$ cat config.mk
export PLATFORM = sky130hd
export DESIGN_NAME = nf2i_convert
export DESIGN_NICKNAME = d
export VERILOG_FILES = /design/src/rtl/nf2i_pkg.sv /design/src/rtl/nf2i_widen.sv /design/src/rtl/nf2i_core.sv /design/src/rtl/nf2i_outreg.sv /design/src/rtl/nf2i_convert.sv
export SDC_FILE = /design/constraint.sdc
export NUM_CORES = 1
export LEC_CHECK = 0
export BUFFER_PORTS_ARGS = -buffer_cell sky130_fd_sc_hd__buf_2
export CORE_MARGIN = 4
export CORE_UTILIZATION = 52
export DETAILED_ROUTE_END_ITERATION = 10
export GPL_ROUTABILITY_DRIVEN = 0
export PLACE_DENSITY = 0.82
export SYNTH_ARGS = -nofsm -noshare
export SYNTH_HDL_FRONTEND = slang
export SYNTH_SLANG_ARGS = --single-unit
$ cat constraint.sdc
create_clock -name clk -period 4.99 [get_ports clk]
set_input_delay 0.998 -clock clk [delete_from_list [all_inputs] [get_ports clk]]
set_output_delay 0.998 -clock clk [all_outputs]
set_load 0.01 [all_outputs]
$ cat src/rtl/nf2i_pkg.sv
package nf2i_pkg;
  // Native and IEEE word geometry
  localparam int NAT_W     = 32;
  localparam int EXP_W     = 8;
  localparam int FRAC_W    = 23;
  localparam int SH_W      = 16;
  localparam int SH_EXP_W  = 4;
  localparam int SH_FRAC_W = 11;
  localparam int EXT_W     = EXP_W - SH_EXP_W;
  localparam int PAD_W     = NAT_W - SH_W - EXT_W;

  localparam logic [EXP_W-1:0]    ZERO_EXP    = {1'b1, {(EXP_W-1){1'b0}}};
  localparam logic [EXP_W-1:0]    EXP_BIAS    = {1'b0, {(EXP_W-1){1'b1}}};
  localparam logic [EXP_W-1:0]    EXP_MAX     = {EXP_W{1'b1}};
  localparam logic [SH_EXP_W-1:0] SH_ZERO_EXP = {1'b1, {(SH_EXP_W-1){1'b0}}};

  typedef struct packed {
    logic [EXP_W-1:0]  exp;
    logic              sign;
    logic [FRAC_W-1:0] frac;
  } nat_word_t;

  typedef struct packed {
    logic              sign;
    logic [EXP_W-1:0]  exp;
    logic [FRAC_W-1:0] frac;
  } ieee_word_t;

  // Re-bias a two's-complement exponent (wraps modulo 2^EXP_W)
  function automatic logic [EXP_W-1:0] rebias(input logic [EXP_W-1:0] e);
    return e + EXP_BIAS;
  endfunction

  // Negate a fraction; MSB of result is the carry out of the top fraction bit
  function automatic logic [FRAC_W:0] negate_frac(input logic [FRAC_W-1:0] f);
    return {1'b0, ~f} + {{FRAC_W{1'b0}}, 1'b1};
  endfunction

  // Place a short float in the full native layout (arithmetic alignment)
  function automatic logic [NAT_W-1:0] widen_short(input logic [SH_W-1:0] h);
    return {{EXT_W{h[SH_W-1]}}, h, {PAD_W{1'b0}}};
  endfunction
endpackage

$ cat src/rtl/nf2i_widen.sv
module nf2i_widen
  import nf2i_pkg::*;
(
  input  logic             in_short,
  input  logic [NAT_W-1:0] in_word,
  output logic [NAT_W-1:0] nat_word,
  output logic             short_zero
);
  logic [SH_W-1:0] half;

  assign half       = in_word[SH_W-1:0];
  assign short_zero = in_short && (half[SH_W-1 -: SH_EXP_W] == SH_ZERO_EXP);

  always_comb begin
    if (!in_short)
      nat_word = in_word;
    else if (short_zero)
      nat_word = {ZERO_EXP, {(NAT_W-EXP_W){1'b0}}};
    else
      nat_word = widen_short(half);
  end
endmodule

$ cat src/rtl/nf2i_core.sv
module nf2i_core
  import nf2i_pkg::*;
(
  input  logic [NAT_W-1:0] nat_word,
  output logic [NAT_W-1:0] ieee_word,
  output logic             is_zero,
  output logic             is_ovf
);
  nat_word_t         n;
  ieee_word_t        r;
  logic              neg;
  logic [FRAC_W:0]   neg_res;
  logic              frac_carry;
  logic [FRAC_W-1:0] frac_out;
  logic [EXP_W-1:0]  exp_biased;
  logic [EXP_W-1:0]  exp_final;

  assign n          = nat_word_t'(nat_word);
  assign neg        = n.sign;
  assign is_zero    = (n.exp == ZERO_EXP);
  assign neg_res    = negate_frac(n.frac);
  assign frac_carry = neg & neg_res[FRAC_W];
  assign frac_out   = neg ? neg_res[FRAC_W-1:0] : n.frac;
  assign exp_biased = rebias(n.exp);
  assign exp_final  = exp_biased + {{(EXP_W-1){1'b0}}, frac_carry};
  assign is_ovf     = !is_zero && (exp_final == EXP_MAX);

  always_comb begin
    if (is_zero) begin
      r = '0;
    end else if (is_ovf) begin
      r.sign = neg;
      r.exp  = EXP_MAX;
      r.frac = '0;
    end else begin
      r.sign = neg;
      r.exp  = exp_final;
      r.frac = frac_out;
    end
  end

  assign ieee_word = NAT_W'(r);
endmodule

$ cat src/rtl/nf2i_outreg.sv
module nf2i_outreg
  import nf2i_pkg::*;
(
  input  logic             clk,
  input  logic             rst,
  input  logic             load,
  input  logic [NAT_W-1:0] d_word,
  input  logic             d_zero,
  input  logic             d_ovf,
  output logic             q_valid,
  output logic [NAT_W-1:0] q_word,
  output logic             q_zero,
  output logic             q_ovf
);
  always_ff @(posedge clk) begin
    if (rst) begin
      q_valid <= 1'b0;
      q_word  <= '0;
      q_zero  <= 1'b0;
      q_ovf   <= 1'b0;
    end else begin
      q_valid <= load;
      if (load) begin
        q_word <= d_word;
        q_zero <= d_zero;
        q_ovf  <= d_ovf;
      end
    end
  end
endmodule

$ cat src/rtl/nf2i_convert.sv
module nf2i_convert
  import nf2i_pkg::*;
(
  input  logic        clk,
  input  logic        rst,
  input  logic        in_valid,
  input  logic        in_short,
  input  logic [31:0] in_word,
  output logic        out_valid,
  output logic [31:0] out_ieee,
  output logic        out_zero,
  output logic        out_ovf
);
  // Internal events brought out as named wires
  logic [NAT_W-1:0] nat_word;
  logic             short_zero;
  logic [NAT_W-1:0] core_ieee;
  logic             core_zero;
  logic             core_ovf;

  nf2i_widen u_widen (
    .in_short   (in_short),
    .in_word    (in_word),
    .nat_word   (nat_word),
    .short_zero (short_zero)
  );

  nf2i_core u_core (
    .nat_word  (nat_word),
    .ieee_word (core_ieee),
    .is_zero   (core_zero),
    .is_ovf    (core_ovf)
  );

  nf2i_outreg u_oreg (
    .clk     (clk),
    .rst     (rst),
    .load    (in_valid),
    .d_word  (core_ieee),
    .d_zero  (core_zero | short_zero),
    .d_ovf   (core_ovf),
    .q_valid (out_valid),
    .q_word  (out_ieee),
    .q_zero  (out_zero),
    .q_ovf   (out_ovf)
  );
endmodule

**Word-level counts from Yosys, hierarchy flattened**

Index checks and enable logic that the tools add are counted.

- Register bits after elaboration: 35
- Input port bits: 36
- Output and inout bits: 35

- Mux-type cells: 5
- Bitwise operators: 3
- Add/sub/neg operators: 3
- Reductions and logical operators: 3
- Eq/ne operators: 3

Operator list:

| kind | number |
|---|---|
| 2-to-1 mux 32 bit | 3 |
| 2-to-1 mux 31 bit | 1 |
| adder 23 x 1 -> 24 bit, second input constant | 1 |
| 2-to-1 mux 23 bit | 1 |
| inverter 23 bit | 1 |
| equality test 8 bit, second input constant | 2 |
| adder 8 x 1 -> 8 bit | 1 |
| adder 8 x 7 -> 8 bit, second input constant | 1 |
| equality test 4 bit, second input constant | 1 |
| logical AND 1 bit | 2 |
| AND 1 bit | 1 |
| zero test 1 bit | 1 |
| bitwise OR 1 bit | 1 |

**Longest topological paths before layout**

Gate-level depths: netlist of the first run.

- Depth in word-level cells: 12
- Mapped depth: 17

**By module**

From an unflattened synthesis of the first run, not the netlist that was laid out.

- Cell total of the unflattened synthesis: 327
- Area total of the unflattened synthesis: 2593.7 um^2

Modules (own cells, without submodules):

| module | area an instance (um^2) | cells an instance | times used |
|---|---|---|---|
| nf2i_outreg | 1263.7 | 112 | 1 |
| nf2i_core | 933.4 | 146 | 1 |
| nf2i_widen | 390.4 | 68 | 1 |
| nf2i_convert | 6.3 | 1 | 1 |

**Worst setup path before layout of the first run**

No wires, ideal clock.

- Path type: input-to-reg
- From: input port in_word[14]
- To: register u_oreg.q_word[11]
- Buffers on the path: 2
- Cell stages on the path: 14
- Library setup time: 0.117 ns
- Arrival time: 3.736 ns
- Required time: 4.873 ns
- Setup slack: 1.136 ns
- Cell sequence: buf_4 -> nor4b_4 -> o2bb2ai_2 -> nor3_4 -> nand4_1 -> ha_1 -> ha_1 -> nor3b_1 -> xnor2_1 -> a22oi_1 -> and4_4 -> a31oi_4 -> buf_6 -> a32o_1

- Word-level cells in the longest chain between the ends: 12
- Elaborated cells between the ends (all ways): 16

RTL lines:

| what | line | text |
|---|---|---|
| start, declared | nf2i_convert.sv:8 | `input logic [31:0] in_word,` |
| equality test 4 bit | nf2i_widen.sv:12 | `assign short_zero = in_short && (half[SH_W-1 -: SH_EXP_W] == SH_ZERO_EXP);` |
| logical AND 1 bit | nf2i_widen.sv:12 |  |
| 2-to-1 mux 32 bit | nf2i_widen.sv:17 | `else if (short_zero)` |
| 2-to-1 mux 32 bit (*) | nf2i_widen.sv:15 | `if (!in_short)` |
| inverter 23 bit | nf2i_pkg.sv:36 | `return {1'b0, ~f} + {{FRAC_W{1'b0}}, 1'b1};` |
| adder 23 x 1 -> 24 bit | nf2i_pkg.sv:36 |  |
| AND 1 bit | nf2i_core.sv:22 | `assign frac_carry = neg & neg_res[FRAC_W];` |
| adder 8 x 1 -> 8 bit | nf2i_core.sv:25 | `assign exp_final = exp_biased + {{(EXP_W-1){1'b0}}, frac_carry};` |
| equality test 8 bit | nf2i_core.sv:26 | `assign is_ovf = !is_zero && (exp_final == EXP_MAX);` |
| logical AND 1 bit | nf2i_core.sv:26 |  |
| 2-to-1 mux 31 bit | nf2i_core.sv:31 | `end else if (is_ovf) begin` |
| 2-to-1 mux 32 bit (*) | nf2i_core.sv:29 | `if (is_zero) begin` |
| end signal, assigned | nf2i_outreg.sv:24 | `q_word <= d_word;` |
| end, declared | nf2i_outreg.sv:11 | `output logic [NAT_W-1:0] q_word,` |

Mark *: on every way between the ends. The rest lies on a longest branch, timed or not.
A chain may end at the register's enable or synchronous reset.

**Final worst setup path of the first run**

- From: input port in_short
- To: register u_oreg.q_word[6]

- Word-level cells in the longest chain between the ends: 11
- Elaborated cells between the ends (all ways): 15

RTL lines:

| what | line | text |
|---|---|---|
| start, declared | nf2i_convert.sv:7 | `input logic in_short,` |
| logical AND 1 bit | nf2i_widen.sv:12 |  |
| 2-to-1 mux 32 bit | nf2i_widen.sv:17 |  |
| 2-to-1 mux 32 bit (*) | nf2i_widen.sv:15 |  |
| inverter 23 bit | nf2i_pkg.sv:36 |  |
| adder 23 x 1 -> 24 bit | nf2i_pkg.sv:36 |  |
| AND 1 bit | nf2i_core.sv:22 |  |
| adder 8 x 1 -> 8 bit | nf2i_core.sv:25 |  |
| equality test 8 bit | nf2i_core.sv:26 |  |
| logical AND 1 bit | nf2i_core.sv:26 |  |
| 2-to-1 mux 31 bit | nf2i_core.sv:31 |  |
| 2-to-1 mux 32 bit (*) | nf2i_core.sv:29 |  |

Marked as above.

==> results of run 1 <==
[worst min path at each step]
| stage | from | end | slack (ns) | cells past startpoint |
|---|---|---|---|---|
| floorplan | u_oreg.q_word[23] | u_oreg.q_word[23] | 0.49 | 2 |
| global placement | u_oreg.q_word[6] | u_oreg.q_word[6] | 0.45 | 1 |
| detailed placement | u_oreg.q_word[11] | u_oreg.q_word[11] | 0.45 | 1 |
| CTS | u_oreg.q_word[23] | u_oreg.q_word[23] | 0.47 | 2 |
| global route | u_oreg.q_word[18] | u_oreg.q_word[18] | 0.49 | 1 |
| finish | u_oreg.q_word[23] | u_oreg.q_word[23] | 0.47 | 2 |
[power by group through the flow]
stage          Combinational, mW  Sequential (mW)  Clock [mW]
2_1_floorplan              0.133            0.326           0
3_3_place_gp               0.205            0.316           0
4_1_cts                    0.211            0.310       0.269
6_report                   0.212            0.310       0.264
5_1_grt                    0.231            0.312       0.285
3_5_place_dp               0.209            0.316           0
[registers in the layout, summed over array words and instances (netlist names)]
signal and cells:
u_oreg.q_word 32, u_oreg.q_valid 1, u_oreg.q_zero 1, u_oreg.q_ovf 1
[cells by family after synthesis]
kind of cell / after synthesis / share of synthesized area, %
AO/OA/AOI/OAI: 88 / 28.32
AND/OR/NAND/NOR: 86 / 20.52
flip-flops: 35 / 28.73
XOR/XNOR: 22 / 7.901
buffers and inverters: 21 / 5.233
multiplexers: 18 / 7.747
adder cells (fa/ha/maj): 3 / 1.539
[synthesized netlist by cell type, drive strengths merged, types with 3 or more instances]
| cell | number | area [sq um] |
|---|---|---|
| clkbuf | 7 | 26.28 |
| nor4 | 3 | 33.78 |
| nand2 | 11 | 41.29 |
| o21ai | 11 | 55.05 |
| ha | 3 | 37.54 |
| inv | 3 | 11.26 |
| nor2 | 25 | 93.84 |
| a31oi | 7 | 58.81 |
| xor2 | 10 | 87.58 |
| o311ai | 3 | 43.80 |
| a22o | 16 | 140.1 |
| nor3 | 13 | 81.33 |
| nand2b | 7 | 43.79 |
| a21oi | 20 | 103.9 |
| nor2b | 6 | 37.54 |
| nor3b | 5 | 48.80 |
| xnor2 | 12 | 105.1 |
| a41oi | 3 | 26.28 |
| a32o | 8 | 80.08 |
| dfxtp | 35 | 700.7 |
| mux2 | 4 | 48.79 |
| nand3 | 5 | 25.02 |
| mux2i | 14 | 140.1 |
| buf | 11 | 90.08 |
[critical path, stage by stage]
cell and delay, ns:
buf_2 0.50, nand2_1 0.24, nor4_4 0.33, nor2_1 0.13, nor3_1 0.22, nand4_1 0.12
ha_1 0.27, ha_1 0.26, nor2b_1 0.17, xor2_1 0.14, o211ai_1 0.15, nand3_1 0.16
a31oi_4 0.55, a32o_1 0.26
[stage by stage]
| stage | power, mW | utilization [%] | hold slack (ns) |
|---|---|---|---|
| after detailed placement | 0.5256 | 62.44 | 0.4532 |
| final | 0.7855 | 65.09 | 0.4661 |
| after global routing | 0.8282 | 65.09 | 0.4875 |
| after global placement | 0.5212 | 62.44 | 0.4452 |
| after floorplan | 0.4589 | - | 0.4898 |
| after CTS | 0.7901 | 65.09 | 0.4667 |
[layout make-up]
cell class | count | area share (%)
inverters | 3 | 0.3893
repair buffers | 75 | 13.41
well taps | 52 | 2.249
clock inverters | 2 | 1.211
multi-input cells | 217 | 55.67
clock buffers | 6 | 2.855
flip-flops and latches | 35 | 24.22
[routing by layer]
metal / global-route usage, % / vias to the layer above / wire length [microns]
li1: - / 1155 / -
met1: 28.90 / 1100 / 2791
met2: 34.36 / 127 / 2879
met3: 4.846 / 18 / 607
met4: 9.783 / 0 / 135
met5: 0 / - / 0
==> out/qor.csv, run 1 <==
stage,metric,value,unit
drt,ant_nets,0,
timing,setup_viol,0,
timing,skew,0,ns
drt,drc,0,
drt,vias,2400,
run,max_cap_violations,0,
clock_network,holdBufCountCts,0,
power_and_ir_drop,clock_power_share,33.6,%
outcome,status,"complete, no violations",
synthesis,ys_seq_area_share,28.73,%
finish,area_growth,18.62,%
drt,drt_iter0_drc,220,
worst_setup_path,r2r_slack,4.24,ns
worst_setup_path,cp_max_fo,31,
timing,worstMarginPinSlew,0.6347,ns
floorplan,dieHeight,76.48,microns
timing,rsz0062_at_grt,no,
power_and_ir_drop,ir_drop,0.0001216,V
drt,routedWlPerCell,16.44,microns
finish,final_common_cell,buf_2,
drt,drt_pass1_iterations,5,
worst_setup_path,startpoint,in_short,
global_routing,grt_use_total,22.00,%
clock_network,clk_pin_slew_worst_paths,0.07,ns
floorplan,io_pins,71,
timing,post-route-min-period,4.282,ns
finish,seqCellArea,700.7,sq um
worst_setup_path,cp.required,5.22,ns
floorplan,fp-row-count,24,
finish,drive_gt1_share,30.18,%
worst_setup_path,end_kind,flip-flop,
power_and_ir_drop,internal_power,551.4,uW
synthesis,synth_edf_count,0,
clock_network,cts_buffers,5,
global_routing,first_global_vias,2256,
global_routing,grt_max_degree,32,
worst_setup_path,path_class,primary input to flip-flop,
finish,n_antenna_cell,0,
floorplan,initial_utilization,54.87,%
synthesis,syn-cell-area,2439,sq um
floorplan,die_width,76.48,microns
timing,hold_viol,0,
finish,fillerInstances,387,
timing,min_period_over_period,85.80,%
placed_design,dpl_cell_area,2775,sq um
clock_network,clk_latency,0.28,ns
synthesis,ys.flop_type,dfxtp_1,
power_and_ir_drop,switching_share,29.79,%
global_routing,grt_overflow,0,
finish,final_cell_count_no_fill,390,
synthesis,synth-seq-cells,35,
power_and_ir_drop,p_sw,234.0,uW
synthesis,synthArstFlopShare,0,%
clock_network,clk_path_buf_depth,2,
worst_setup_path,reg2reg_from,u_oreg.q_word[29],
placed_design,hpwl,4873,microns
clock_network,cts_tree,yes,
global_routing,antenna_found_initial,0,
timing,setup_tns,0,ns
clock_network,h-tree-depth,2,
power_and_ir_drop,powerDensity,271.5,nW/um^2
placed_design,dp_slack,0.4370,ns
synthesis,synth.distinct_cells,60,
worst_setup_path,cp.arrival,4.51,ns
placed_design,io_buffer_count,70,
synthesis,ys_warn_count,0,
finish,multiInputGateArea,1610,sq um
worst_setup_path,rr_endpoint,u_oreg.q_word[29],
worst_setup_path,reg2reg_depth,2,
synthesis,avgSynthCellArea,8.933,sq um
floorplan,dieArea,5849,sq um
drt,viasPerCell,6.154,
worst_setup_path,crit_end,u_oreg.q_word[6],
timing,clock.fmax,233.6,MHz
finish,nNetsFinal,376,
global_routing,grt_pass1_wl,10630,microns
drt,wirelength,6413,microns
min_path,min_path_type,flip-flop to flip-flop,
timing,fin_ws,0.7085,ns
clock_network,clock-sinks,35,
timing,slew_headroom,57.68,%
clock_network,cts_root_buf,clkbuf_8,
finish,finalInstanceArea,2893,sq um
power_and_ir_drop,pwr-share-comb,27.0,%
worst_setup_path,startpoint_type,primary input,
timing,slew_viol_final,0,
placed_design,dp_cells,382,
floorplan,fp.coreArea,4444,sq um
clock_network,cts_setup_buffers,0,
power_and_ir_drop,seq_power_share,39.4,%
synthesis,syn_nets,312,
clock_network,ctsResizeCount,0,
synthesis,postSynthCellCount,273,
finish,mostFrequentLayoutCells,"buf_2, dfxtp_1, nor2_1, a21oi_1, a22o_1",
power_and_ir_drop,p_leak,1.272,nW
Power figures use the tool's default switching activity.
==> run 2: changes to the inputs <==
--- a/config.mk
+++ b/config.mk
@@ -5,12 +5,12 @@
 export SDC_FILE = /design/constraint.sdc
 export NUM_CORES = 1
 export LEC_CHECK = 0
-export BUFFER_PORTS_ARGS = -buffer_cell sky130_fd_sc_hd__buf_2
 export CORE_MARGIN = 4
-export CORE_UTILIZATION = 52
+export CORE_UTILIZATION = 55
 export DETAILED_ROUTE_END_ITERATION = 10
+export DONT_BUFFER_PORTS = 1
 export GPL_ROUTABILITY_DRIVEN = 0
-export PLACE_DENSITY = 0.82
+export PLACE_DENSITY = 0.72
 export SYNTH_ARGS = -nofsm -noshare
 export SYNTH_HDL_FRONTEND = slang
 export SYNTH_SLANG_ARGS = --single-unit
==> out/qor.csv, run 2 (synthesis gave the netlist of run 1 again) <==
stage,metric,value,unit
timing,min_period_over_period,82.48,%
timing,hold_viol,0,
worst_setup_path,rr_endpoint,u_oreg.q_word[29],
placed_design,io_buffer_count,0,
finish,seqCellArea,700.7,sq um
drt,drt_pass1_iterations,4,
global_routing,grt_use_total,22.88,%
drt,drt_iter0_drc,138,
clock_network,clk_path_buf_depth,2,
finish,n_antenna_cell,0,
floorplan,dieHeight,74.59,microns
timing,skew,0,ns
floorplan,fp-row-count,23,
min_path,worstHoldStart,u_oreg.q_word[24],
finish,finalInstanceArea,2487,sq um
timing,worstMarginPinSlew,1.061,ns
drt,viasPerCell,6.521,
finish,drive_gt1_share,10.65,%
drt,wirelength,5961,microns
finish,largest-register,u_oreg.q_word,
worst_setup_path,end_kind,flip-flop,
power_and_ir_drop,p_leak,0.9239,nW
finish,mostFrequentLayoutCells,"dfxtp_1, nor2_1, a21oi_1, a22o_1, mux2i_1",
placed_design,dpl_cell_area,2400,sq um
clock_network,clk_latency,0.28,ns
floorplan,initial_utilization,58.85,%
drt,routedWlPerCell,19.04,microns
power_and_ir_drop,ir_drop,0.0001601,V
drt,vias,2041,
power_and_ir_drop,p_total,667.2,uW
global_routing,antenna_found_initial,0,
global_routing,grt_max_degree,44,
timing,rsz0062_at_grt,no,
finish,multiInputGateArea,1618,sq um
clock_network,clock-sinks,35,
floorplan,dieArea,5563,sq um
clock_network,clk_pin_slew_worst_paths,0.07,ns
drt,drc,0,
worst_setup_path,cp.arrival,4.34,ns
placed_design,hpwl,4536,microns
timing,setup_viol,0,
global_routing,grt_pass1_wl,9908,microns
worst_setup_path,reg2reg_depth,2,
worst_setup_path,reg2reg_from,u_oreg.q_word[29],
timing,clock.fmax,243.0,MHz
clock_network,holdBufCountCts,0,
worst_setup_path,r2r_slack,4.20,ns
clock_network,cts_setup_buffers,0,
finish,final_common_cell,dfxtp_1,
timing,slew_headroom,28.49,%
run,max_cap_violations,0,
clock_network,cts_tree,yes,
timing,setup_tns,0,ns
min_path,hold_end,u_oreg.q_word[24],
global_routing,grt_overflow,0,
floorplan,io_pins,71,
drt,ant_nets,0,
timing,post-route-min-period,4.116,ns
floorplan,die_width,74.59,microns
worst_setup_path,cp_max_fo,43,
power_and_ir_drop,powerDensity,268.2,nW/um^2
min_path,hold_path_depth,2,
clock_network,h-tree-depth,2,
worst_setup_path,startpoint_type,primary input,
finish,largest_register_ffs,32,
timing,slew_viol_final,0,
clock_network,cts_root_buf,clkbuf_8,
global_routing,first_global_vias,1984,
outcome,status,"complete, no violations",
finish,area_growth,2.001,%
floorplan,fp.coreArea,4144,sq um
clock_network,cts_buffers,5,
min_path,min_path_type,flip-flop to flip-flop,
finish,nNetsFinal,302,
worst_setup_path,cp.required,5.22,ns
finish,fin_util,60.02,%
clock_network,ctsResizeCount,0,
finish,fillerInstances,400,
worst_setup_path,path_class,primary input to flip-flop,
## run 2: changes by cell type in the layout (fill, tap and decap cells not counted)
cell / change
o41ai_2: +1
o41ai_1: -1
buf_4: -4
bufinv_16: -1
buf_2: -70
## run 2: worst max path at each step
stage,startpoint,to,depth (start not counted)
CTS,in_short,u_oreg.q_word[11],12
detailed placement,in_word[15],u_oreg.q_word[11],12
finish,in_short,u_oreg.q_word[11],12
global placement,in_word[15],u_oreg.q_word[11],12
global route,in_short,u_oreg.q_word[3],12
floorplan,in_word[14],u_oreg.q_word[11],14
## run 2: through the flow
step	hold slack (ns)	setup slack [ns]	cells
after floorplan	0.4898	1.136	273
after global placement	0.5025	0.7876	306
after detailed placement	0.5011	0.5980	306
after CTS	0.5129	0.8909	313
after global routing	0.5285	0.6038	313
final	0.5093	0.8741	313
## run 2: area by class of cell
type                       instances  area share, %
clock buffer                       6          3.320
clock inverter                     1         0.2012
multi-input combinational        217          65.04
inverter                           3         0.4527
timing repair buffer               1         0.3018
sequential                        35          28.17
tap                               50          2.515
## run 2: power breakdown
group / leakage (nW) / switching (mW) / total (mW) / internal [mW]
combinational: 0.589 / 0.0718 / 0.137 / 0.0656
sequential: 0.288 / 0.0233 / 0.324 / 0.301
clock: 0.0470 / 0.0977 / 0.206 / 0.108
total: 0.924 / 0.193 / 0.667 / 0.474
## run 2: metal layers
metal  vias to the layer above  wire (microns)  global-route usage (%)
met5                         -               0                       0
li1                       1012               -                       -
met4                         0              38                   5.534
met1                       946            2660                   31.40
met3                         4             610                   8.108
met2                        79            2651                   34.34
## run 2: critical path, stage by stage
cell     delay, ns
nand2_1       0.10
o41ai_2       0.86
nor3_1        0.13
nand4_1       0.15
ha_1          0.24
ha_1          0.27
nor3b_1       0.26
xnor2_1       0.15
a22oi_1       0.11
and4_4        0.24
a31oi_4       0.55
a32o_1        0.26
==> run 3: changes to the inputs <==
--- a/config.mk
+++ b/config.mk
@@ -5,6 +5,7 @@
 export SDC_FILE = /design/constraint.sdc
 export NUM_CORES = 1
 export LEC_CHECK = 0
+export ABC_AREA = 1
 export CORE_MARGIN = 4
 export CORE_UTILIZATION = 55
 export DETAILED_ROUTE_END_ITERATION = 10
==> constraint.sdc (replaced) <==
create_clock -name clk -period 4.1 [get_ports clk]
set_input_delay 0.82 -clock clk [delete_from_list [all_inputs] [get_ports clk]]
set_output_delay 0.82 -clock clk [all_outputs]
set_load 0.01 [all_outputs]
==> out/qor.csv, run 3 <==
stage,metric,value,unit
synthesis,synth_top_area_share,27.89,%
floorplan,fp.coreArea,4384,sq um
floorplan,io_pins,71,
synthesis,synth_area_leaders,"dfxtp_1, nand2_1, a21oi_1",
timing,slew_viol_final,0,
global_routing,grt_pass1_wl,10410,microns
synthesis,ys.flop_type,dfxtp_1,
clock_network,cts_tree,yes,
synthesis,synth-simple-area-share,41.93,%
power_and_ir_drop,switching_share,34.86,%
worst_setup_path,reg2reg_depth,2,
timing,post-route-min-period,3.563,ns
global_routing,first_global_vias,2238,
placed_design,hpwl,5060,microns
worst_setup_path,cp_max_fo,23,
drt,drc,0,
power_and_ir_drop,powerDensity,334.4,nW/um^2
clock_network,cts_setup_buffers,0,
synthesis,synth_compound_area_share,11.70,%
timing,clock.fmax,280.7,MHz
floorplan,initial_utilization,57.31,%
floorplan,fp-row-count,24,
clock_network,clk_pin_slew_worst_paths,0.08,ns
timing,setup_viol,0,
synthesis,ys_seq_area_share,27.89,%
power_and_ir_drop,p_sw,301.9,uW
drt,wirelength,6466,microns
synthesis,synth.distinct_cells,29,
synthesis,muxShareOfSynthArea,0.3984,%
synthesis,ys_top_cells_by_count,"nand2_1, nor2_1, a21oi_1, inv_1, dfxtp_1",
synthesis,synth-seq-cells,35,
synthesis,yosys.area.top_type,dfxtp_1,
synthesis,postSynthCellCount,428,
min_path,hold_path_depth,2,
power_and_ir_drop,clock_power_share,30.0,%
worst_setup_path,crit_end,u_oreg.q_word[21],
min_path,min_path_type,flip-flop to flip-flop,
worst_setup_path,cp.arrival,3.80,ns
drt,drt_pass1_iterations,5,
drt,viasPerCell,5.424,
finish,seqCellArea,700.7,sq um
finish,area_growth,3.087,%
clock_network,h-tree-depth,2,
timing,slew_headroom,41.52,%
global_routing,grt_overflow,0,
worst_setup_path,rr_endpoint,u_oreg.q_word[21],
finish,multiInputGateArea,1544,sq um
timing,fin_ws,0.5374,ns
power_and_ir_drop,ir_drop,0.0002261,V
power_and_ir_drop,p_leak,1.282,nW
worst_setup_path,reg2reg_from,u_oreg.q_word[21],
finish,mostFrequentLayoutCells,"nand2_1, nor2_1, inv_1, a21oi_1, dfxtp_1",
power_and_ir_drop,seq_power_share,45.7,%
timing,min_period_over_period,86.89,%
synthesis,avgSynthCellArea,5.870,sq um
synthesis,synth_edf_count,0,
clock_network,holdBufCountCts,0,
global_routing,antenna_found_initial,0,
drt,ant_nets,0,
clock_network,clock-sinks,35,
power_and_ir_drop,internal_power,564.2,uW
drt,vias,2571,
placed_design,io_buffer_count,0,
drt,drt_iter0_drc,174,
clock_network,ctsResizeCount,0,
timing,setup_tns,0,ns
floorplan,dieArea,5713,sq um
finish,largest_register_ffs,32,
timing,worstMarginPinSlew,0.8719,ns
drt,routedWlPerCell,13.64,microns
worst_setup_path,startpoint_type,primary input,
clock_network,cts_buffers,5,
synthesis,syn-cell-area,2512,sq um
global_routing,grt_max_degree,36,
timing,skew,0,ns
floorplan,dieHeight,75.59,microns
worst_setup_path,path_class,primary input to flip-flop,
clock_network,clk_path_buf_depth,2,
synthesis,yosys.area_share.adder,1.494,%
finish,final_common_cell,nand2_1,
floorplan,die_width,75.59,microns
worst_setup_path,startpoint,in_word[15],
placed_design,dp_slack,0.2611,ns
finish,nNetsFinal,460,
clock_network,cts_root_buf,clkbuf_8,
finish,largest-register,u_oreg.q_word,
power_and_ir_drop,pwr-share-comb,24.3,%
global_routing,grt_use_total,23.71,%
synthesis,synth_top_family_by_area,simple AND/OR/NAND/NOR gates,
worst_setup_path,r2r_slack,3.37,ns
synthesis,syn_nets,467,
timing,rsz0062_at_grt,no,
outcome,status,"complete, no violations",
finish,fillerInstances,441,
synthesis,synthArstFlopShare,0,%
synthesis,synthXorXnorAreaFrac,5.926,%
synthesis,yosysMostFrequentCell,nand2_1,
worst_setup_path,cp.required,4.34,ns
timing,hold_viol,0,
clock_network,clk_latency,0.29,ns
run,max_cap_violations,0,
synthesis,ys_warn_count,0,
worst_setup_path,end_kind,flip-flop,
finish,drive_gt1_share,7.583,%
finish,n_antenna_cell,0,
==> run 3: cell count changes after synthesis, moves of 7 or more <==
cell / before / now
nand3_1: 5 / 17
nand2b_1: 7 / 0
a32o_1: 8 / 0
nor2_1: 25 / 51
a21oi_1: 19 / 41
nand2_1: 11 / 158
inv_1: 3 / 41
mux2i_1: 14 / 1
a22o_1: 16 / 0
==> run 3: final cells by class <==
class / instances / share of cell area, %
multi-input combinational: 332 / 59.61
sequential: 35 / 27.05
inverter: 44 / 6.377
clock buffer: 5 / 2.657
tap: 52 / 2.512
clock inverter: 3 / 0.9179
timing repair buffer: 3 / 0.8696
==> run 3: how the worst min path moves through the flow <==
stage | startpoint | end | slack [ns]
floorplan | u_oreg.q_word[23] | u_oreg.q_word[23] | 0.49
global placement | u_oreg.q_word[30] | u_oreg.q_word[30] | 0.50
detailed placement | u_oreg.q_word[30] | u_oreg.q_word[30] | 0.50
CTS | u_oreg.q_word[30] | u_oreg.q_word[30] | 0.51
global route | u_oreg.q_word[30] | u_oreg.q_word[30] | 0.52
finish | u_oreg.q_word[30] | u_oreg.q_word[30] | 0.51
==> run 3: metrics by stage <==
step                      hold slack (ns)  power [mW]  cell area (sq um)  util [%]  instances
final                              0.5065      0.8661               2590     59.08        474
after global routing               0.5189      0.9189               2590     59.08        474
after CTS                          0.5091      0.8699               2590     59.08        474
after detailed placement           0.4977      0.6126               2497     56.96        466
after global placement             0.4959      0.6110               2497     56.96        466
after floorplan                    0.4900      0.5802               2512         -        428
==> run 3: cells by family after synthesis <==
group | Yosys count
adders and majority gates | 3
AOI/OAI and AO/OA | 56
and+or+nand+nor | 255
buffers and inverters | 61
DFF | 35
muxes | 1
xor gates and xnor gates | 17
==> run 3: metal layers <==
layer  track usage, %  vias up  part of all wire (%)
met5                0        -                     0
met4            6.214        0                  0.80
met3            6.596        7                    11
met2            36.24      125                    43
met1            32.93     1123                    46
li1                 -     1316                     -
==> run 3: critical path, cell delays in order <==
cell     delay [ns]
inv_1          0.04
nor2_2         0.13
nand3_2        0.29
a21oi_1        0.36
nand3_1        0.14
nor2_1         0.19
nand4_1        0.11
ha_1           0.25
ha_1           0.20
inv_1          0.07
nor2_2         0.05
nand3_1        0.12
nand2_1        0.07
o21ai_0        0.09
nor2_1         0.06
nand2_1        0.07
nor2_2         0.06
nor2_4         0.41
nand2_1        0.14
a21oi_2        0.14
==> run 3: power groups by stage <==
stage	combinational (mW)	clock (mW)	sequential [mW]
CTS	0.209	0.264	0.397
global route	0.241	0.278	0.400
detailed placement	0.208	0	0.405
floorplan	0.181	0	0.399
finish	0.210	0.260	0.396
global placement	0.207	0	0.404
